**src/rtl/sclkgen_pkg.sv**
```systemverilog
// Shared types for the dual-path serial clock generator.
// Assumes nothing beyond being compiled before the modules that import it.
package sclkgen_pkg;

    typedef enum logic {
        PATH_BINARY = 1'b0,
        PATH_LINEAR = 1'b1
    } sclk_path_e;

endpackage

```
**src/rtl/sclkgen_half.sv**
```systemverilog
// Half-period calculator: turns the selected divider setting into the
// number of source cycles per serial-clock half.
// Binary path: 2^(N+1). Linear path: N+1.
// Assumes CNT_W is wide enough for the largest result of either path.
module sclkgen_half
    import sclkgen_pkg::*;
#(
    parameter int POW_W = 3,
    parameter int LIN_W = 8,
    parameter int CNT_W = 9
) (
    input  logic             clk,
    input  logic             rst_n,
    input  sclk_path_e       path,
    input  logic [POW_W-1:0] pow_n,
    input  logic [LIN_W-1:0] lin_n,
    output logic [CNT_W-1:0] half
);

    logic [POW_W:0]   shift_amt;
    logic [CNT_W-1:0] pow_half;
    logic [CNT_W-1:0] lin_half;

    // Half length of each path, then the select.
    always_comb begin
        shift_amt = {1'b0, pow_n} + {{POW_W{1'b0}}, 1'b1};
        pow_half  = CNT_W'(1) << shift_amt;
        lin_half  = CNT_W'(lin_n) + CNT_W'(1);
        half      = (path == PATH_LINEAR) ? lin_half : pow_half;
    end

    // Every setting must map to at least one cycle per half.
    p_half_nonzero_r3: assert property (@(posedge clk) disable iff (!rst_n)
        half != '0);

endmodule

```
**src/rtl/sclkgen_phase.sv**
```systemverilog
// Half-period timer and phase tracker. It counts source cycles in each
// half and flips the phase at the end of a half. The flip to the active
// half is reported as a leading tick, the flip back as a trailing tick.
// The half length is taken from half_in only at the start of a period,
// and a stop is honoured only in the leading half.
// Assumes half_in is never zero.
module sclkgen_phase #(
    parameter int CNT_W = 9
) (
    input  logic             clk,
    input  logic             rst_n,
    input  logic             run,
    input  logic [CNT_W-1:0] half_in,
    output logic             phase,
    output logic             lead_tick,
    output logic             trail_tick
);

    logic [CNT_W-1:0] cnt_q;
    logic [CNT_W-1:0] half_q;
    logic             phase_q;
    logic             lead_q;
    logic             trail_q;

    logic             at_start;
    logic [CNT_W-1:0] half_eff;
    logic             stop_now;
    logic             half_done;

    // Period start picks up new settings; otherwise keep the held length.
    always_comb begin
        at_start  = (cnt_q == '0) && !phase_q;
        half_eff  = at_start ? half_in : half_q;
        stop_now  = !run && !phase_q;
        half_done = (cnt_q == half_eff - CNT_W'(1));
    end

    // Advance the counter, flip the phase and pulse the tick at a half end.
    always_ff @(posedge clk) begin
        if (!rst_n) begin
            cnt_q   <= '0;
            half_q  <= CNT_W'(1);
            phase_q <= 1'b0;
            lead_q  <= 1'b0;
            trail_q <= 1'b0;
        end else if (stop_now) begin
            cnt_q   <= '0;
            half_q  <= half_in;
            phase_q <= 1'b0;
            lead_q  <= 1'b0;
            trail_q <= 1'b0;
        end else begin
            half_q  <= half_eff;
            lead_q  <= 1'b0;
            trail_q <= 1'b0;
            if (half_done) begin
                cnt_q   <= '0;
                phase_q <= !phase_q;
                lead_q  <= !phase_q;
                trail_q <= phase_q;
            end else begin
                cnt_q <= cnt_q + CNT_W'(1);
            end
        end
    end

    assign phase      = phase_q;
    assign lead_tick  = lead_q;
    assign trail_tick = trail_q;

    // Each tick lasts a single cycle.
    p_lead_pulse_r5: assert property (@(posedge clk) disable iff (!rst_n)
        lead_q |=> !lead_q);
    p_trail_pulse_r5: assert property (@(posedge clk) disable iff (!rst_n)
        trail_q |=> !trail_q);

    // The counter never passes the held half length.
    p_cnt_bound_r2: assert property (@(posedge clk) disable iff (!rst_n)
        cnt_q < half_q);

    // The held half length does not move inside the active half.
    p_half_hold_r7: assert property (@(posedge clk) disable iff (!rst_n)
        phase_q |=> $stable(half_q));

    // Stopped in the leading half means no leading tick follows.
    p_idle_nolead_r9: assert property (@(posedge clk) disable iff (!rst_n)
        (!run && !phase_q) |=> !lead_q);

    // The active half always ends with a trailing tick, even with run low.
    p_finish_trail_r8: assert property (@(posedge clk) disable iff (!rst_n)
        $fell(phase_q) |-> trail_q);

endmodule

```
**src/rtl/dual_sclk_gen.sv**
```systemverilog
// Dual-path serial clock generator top. It picks a half-period length
// from the binary or linear divider path, times the halves and drives
// the serial clock at cpol XOR the current phase.
// Assumes cpol changes only while the generator is stopped.
module dual_sclk_gen
    import sclkgen_pkg::*;
#(
    parameter int POW_W = 3,
    parameter int LIN_W = 8
) (
    input  logic             clk,
    input  logic             rst_n,
    input  logic             run,
    input  logic             cpol,
    input  logic             path_sel,
    input  logic [POW_W-1:0] pow2_exp,
    input  logic [LIN_W-1:0] lin_div,
    output logic             sclk,
    output logic             lead_tick,
    output logic             trail_tick
);

    localparam int POW_MAX_LOG = 2 ** POW_W;
    localparam int CNT_W = ((POW_MAX_LOG > LIN_W) ? POW_MAX_LOG : LIN_W) + 1;

    logic [CNT_W-1:0] half_len;
    logic             phase;
    sclk_path_e       path;

    assign path = sclk_path_e'(path_sel);

    sclkgen_half #(
        .POW_W (POW_W),
        .LIN_W (LIN_W),
        .CNT_W (CNT_W)
    ) u_half (
        .clk   (clk),
        .rst_n (rst_n),
        .path  (path),
        .pow_n (pow2_exp),
        .lin_n (lin_div),
        .half  (half_len)
    );

    sclkgen_phase #(
        .CNT_W (CNT_W)
    ) u_phase (
        .clk        (clk),
        .rst_n      (rst_n),
        .run        (run),
        .half_in    (half_len),
        .phase      (phase),
        .lead_tick  (lead_tick),
        .trail_tick (trail_tick)
    );

    // The line level is the idle polarity, inverted in the active half.
    assign sclk = cpol ^ phase;

    // A leading tick leaves the line at the active level.
    p_lead_level_r5: assert property (@(posedge clk) disable iff (!rst_n)
        lead_tick |-> (sclk != cpol));

endmodule

```
**config.mk**
```make
export PLATFORM = sky130hd
export DESIGN_NAME = dual_sclk_gen
export DESIGN_NICKNAME = d
export VERILOG_FILES = /design/src/rtl/sclkgen_pkg.sv /design/src/rtl/sclkgen_half.sv /design/src/rtl/sclkgen_phase.sv /design/src/rtl/dual_sclk_gen.sv
export SDC_FILE = /design/constraint.sdc
export NUM_CORES = 1
export LEC_CHECK = 0
export BUFFER_PORTS_ARGS = -buffer_cell sky130_fd_sc_hd__buf_2
export CAP_MARGIN = 40
export CORE_ASPECT_RATIO = 0.8
export CORE_MARGIN = 5
export CORE_UTILIZATION = 61
export CTS_CLUSTER_SIZE = 24
export DETAILED_ROUTE_END_ITERATION = 12
export PLACE_DENSITY = 0.82
export SLEW_MARGIN = 40
export SYNTH_ARGS = -nofsm -noshare
export SYNTH_HDL_FRONTEND = slang
export SYNTH_SLANG_ARGS = --single-unit
```
**constraint.sdc**
```tcl
create_clock -name clk -period 7.29 [get_ports clk]
set_input_delay 0 -clock clk [delete_from_list [all_inputs] [get_ports clk]]
set_output_delay 0 -clock clk [all_outputs]
set_load 0.05 [all_outputs]
```
==> impl_metrics.env <==
export IMPL_gr_total_overflow=0
export IMPL_drive_gt1_frac=0.145
export IMPL_comb_power_share=0.387
export IMPL_ant_nets=0
export IMPL_initial_core_util=0.635
export IMPL_fp_dieH_um=58.0
export IMPL_r2r_cells=13
export IMPL_insertion_delay_ps=310
export IMPL_grt_pass1_vias=1551
export IMPL_ir_worst_vdd_v=0.000114
export IMPL_cts_sinks=21
export IMPL_grt_usage=0.223
export IMPL_cts_resized=0
export IMPL_hold_path_class="in -> reg"
export IMPL_fin_tns_setup_ps=0
export IMPL_dieArea_um2=4060
export IMPL_cts_buffer_depth=2
export IMPL_synth_xor_area_frac=0.0798
export IMPL_async_reset_ff_frac=0
export IMPL_post_route_period_util=0.569
export IMPL_io_pins=19
export IMPL_synth_distinct_cells=58
export IMPL_slew_violations=0
export IMPL_yosysTopAreaCell="dfxtp_1"
export IMPL_r2r_slack_ps=3140
export IMPL_portBuffers=18
export IMPL_synth_ff_type="dfxtp_1"
export IMPL_power_density_nw_per_um2=160
export IMPL_switchingPower_uw=112
export IMPL_intPower_uw=188
export IMPL_layout_min_cycle_time_ps=4150
export IMPL_crit_start="u_phase.cnt_q[0]$_SDFF_PP0_"
export IMPL_required_ps=7530
export IMPL_syn_inst=214
export IMPL_yosysSeqAreaShare=0.239
export IMPL_fin_hold_ws_ps=179
export IMPL_yosysMostFrequentCell="nand2_1"
export IMPL_seqPwrFrac=0.420
export IMPL_synth_common_cells="nand2_1, dfxtp_1, nor3_1, nor2_1, a21oi_1"
export IMPL_yosysWarningCount=0
export IMPL_antenna_found_initial=0
export IMPL_rr_startpoint="u_phase.cnt_q[0]$_SDFF_PP0_"
export IMPL_p_leak_nw=0.745
export IMPL_wl_per_cell_um=16.9
export IMPL_setup_worst_path_class="reg -> reg"
export IMPL_cp_max_fo=14
export IMPL_synth_edf_count=0
export IMPL_rsz0062_at_grt="no"
export IMPL_synth_top_family_by_area="simple AND/OR/NAND/NOR gates"
export IMPL_firstDrtPassIters=4
export IMPL_gp_congestion=0.881
export IMPL_diodes=0
export IMPL_clk_pin_slew_ps=120
export IMPL_synthMuxAreaShare=0.0577
export IMPL_yosysTopAreaCellShare=0.239
export IMPL_synth_simple_area_share=0.321
export IMPL_synth_area_leaders="dfxtp_1, mux2i_1, nand2_1"
export IMPL_place_hpwl_mm=3.46
export IMPL_swShare=0.373
export IMPL_max_freq_mhz=241
export IMPL_drt_wl_total_mm=4.49
export IMPL_drt_iter0_markers=143
export IMPL_vias_per_cell=6.54
export IMPL_synth_compound_area_frac=0.218
export IMPL_tightest_slew_ps=604
export IMPL_syn_nets=234
export IMPL_grt_pass1_wl_mm=7.28
export IMPL_clkPwrFrac=0.193
export IMPL_cp_start_kind="flip-flop"
export IMPL_end_kind="flip-flop"
export IMPL_vias=1739
export IMPL_htree_levels=1
export IMPL_die_w_um=70.0
export IMPL_final_hold_violation_count=0
export IMPL_clock_skew_final_ps=2.82
export IMPL_core_area_um2=2770
export IMPL_outcome="complete, no violations"
export IMPL_drc_errors=0
export IMPL_setup_violations_final=0
export IMPL_max_slew_margin_rel=0.596
export IMPL_postSynthAreaPerCell_um2=8.20
export IMPL_cts_buffers=3
export IMPL_nNetsFinal=249
export IMPL_postLayoutCoreUtil=0.678
export IMPL_syn_area_um2=1760
export IMPL_cts_root_buf="clkbuf_4"
export IMPL_maxCapViolations=0
export IMPL_cp_arrival_ps=4390
export IMPL_synth_seq_cells=21
export IMPL_reg2reg_to="u_phase.phase$_SDFFE_PP0N_"
export IMPL_area_growth_pct=6.77
export IMPL_rows=17
export IMPL_cts_tree="done"
export IMPL_grt_start_max_net_pins=25
export IMPL_crit_path_end="u_phase.phase$_SDFFE_PP0N_"
export IMPL_synth_fa_ha_area_frac=0.0285
-- worst max-delay path: stages, from the launching register on --
cell	delay (ps)
dfxtp_1	380
inv_1	130
ha_1	170
nor4b_4	300
and3_1	540
mux2i_1	410
ha_1	230
inv_1	50
a211oi_2	450
xnor2_1	180
a32o_1	220
o311ai_0	180
nor4b_1	580
mux2i_1	260
-- cell usage in the layout (no fill, tap or decap), types with 8 or more instances in the layout --
cell     netlist  routed
nand3_1        8       8
mux2i_1        9       9
buf_2          0      18
xor2_1         8       8
nor3_1        14      14
nor2_1        11      11
xnor2_1        8       8
a21oi_1       10      10
dfxtp_1       21      21
nand2_1       24      24
-- power by group through the flow --
stage,Combinational (mW),Clock (mW),Sequential [mW]
CTS,0.111,0.0584,0.126
global placement,0.105,0,0.128
floorplan,0.0883,0,0.127
global route,0.126,0.0633,0.127
finish,0.116,0.0581,0.126
detailed placement,0.110,0,0.129
-- metrics by stage --
| stage | cell area, um^2 | total power, mW | worst slack (ps) | cells |
|---|---|---|---|---|
| finish | 1870 | 0.300 | 3140 | 266 |
| global route | 1870 | 0.317 | 2870 | 266 |
| CTS | 1870 | 0.296 | 3000 | 266 |
| detailed placement | 1820 | 0.238 | 3090 | 260 |
| global placement | 1820 | 0.233 | 3350 | 260 |
| floorplan | 1760 | 0.215 | 4070 | 214 |
-- layout make-up --
| cell class | count | area, um^2 |
|---|---|---|
| clock inverters | 1 | 5.00 |
| flip-flops and latches | 21 | 420 |
| repair buffers | 20 | 110 |
| multi-input cells | 177 | 1250 |
| clock buffers | 3 | 22.5 |
| well taps | 38 | 47.5 |
| inverters | 6 | 22.5 |
| fillers | 226 | 891 |
-- how the worst min path moves through the flow --
stage	from	endpoint	slack (ps)	depth (start not counted)
3_3_place_gp	rst_n	u_phase.half_q[0]$_SDFF_PN1_	270	2
2_1_floorplan	run	u_phase.phase$_SDFFE_PP0N_	170	2
3_5_place_dp	rst_n	u_phase.half_q[0]$_SDFF_PN1_	280	2
6_report	lin_div[0]	u_phase.half_q[0]$_SDFF_PN1_	180	4
5_1_grt	pow2_exp[2]	u_phase.half_q[4]$_SDFF_PN0_	190	4
4_1_cts	lin_div[0]	u_phase.half_q[0]$_SDFF_PN1_	170	4
-- state kept, by name, indices dropped and copies added, names as in the netlist --
name	cells
u_phase.cnt_q	9
u_phase.trail_tick	1
u_phase.half_q	9
u_phase.lead_tick	1
u_phase.phase	1
-- cells by family after synthesis --
kind of cell    Yosys count
simple gates             98
compound gates           49
flops                    21
xor+xnor                 16
buf+inv                  16
mux                      10
fa+ha+maj                 4
-- per-layer routing --
metal / part of all wire / track usage / vias to the layer above
met4: 0.020 / 0.0683 / 0
met2: 0.45 / 0.349 / 89
met1: 0.42 / 0.301 / 804
li1: - / - / 832
met5: 0 / 0 / -
met3: 0.10 / 0.0607 / 14
-- what timing repair did --
item / in CTS / in global routing
setup buffers: 0 / 0
endpoints found under the hold margin: 3 / 0
hold buffers: 2 / 0
No activity file was read; power rests on OpenSTA's default activity.
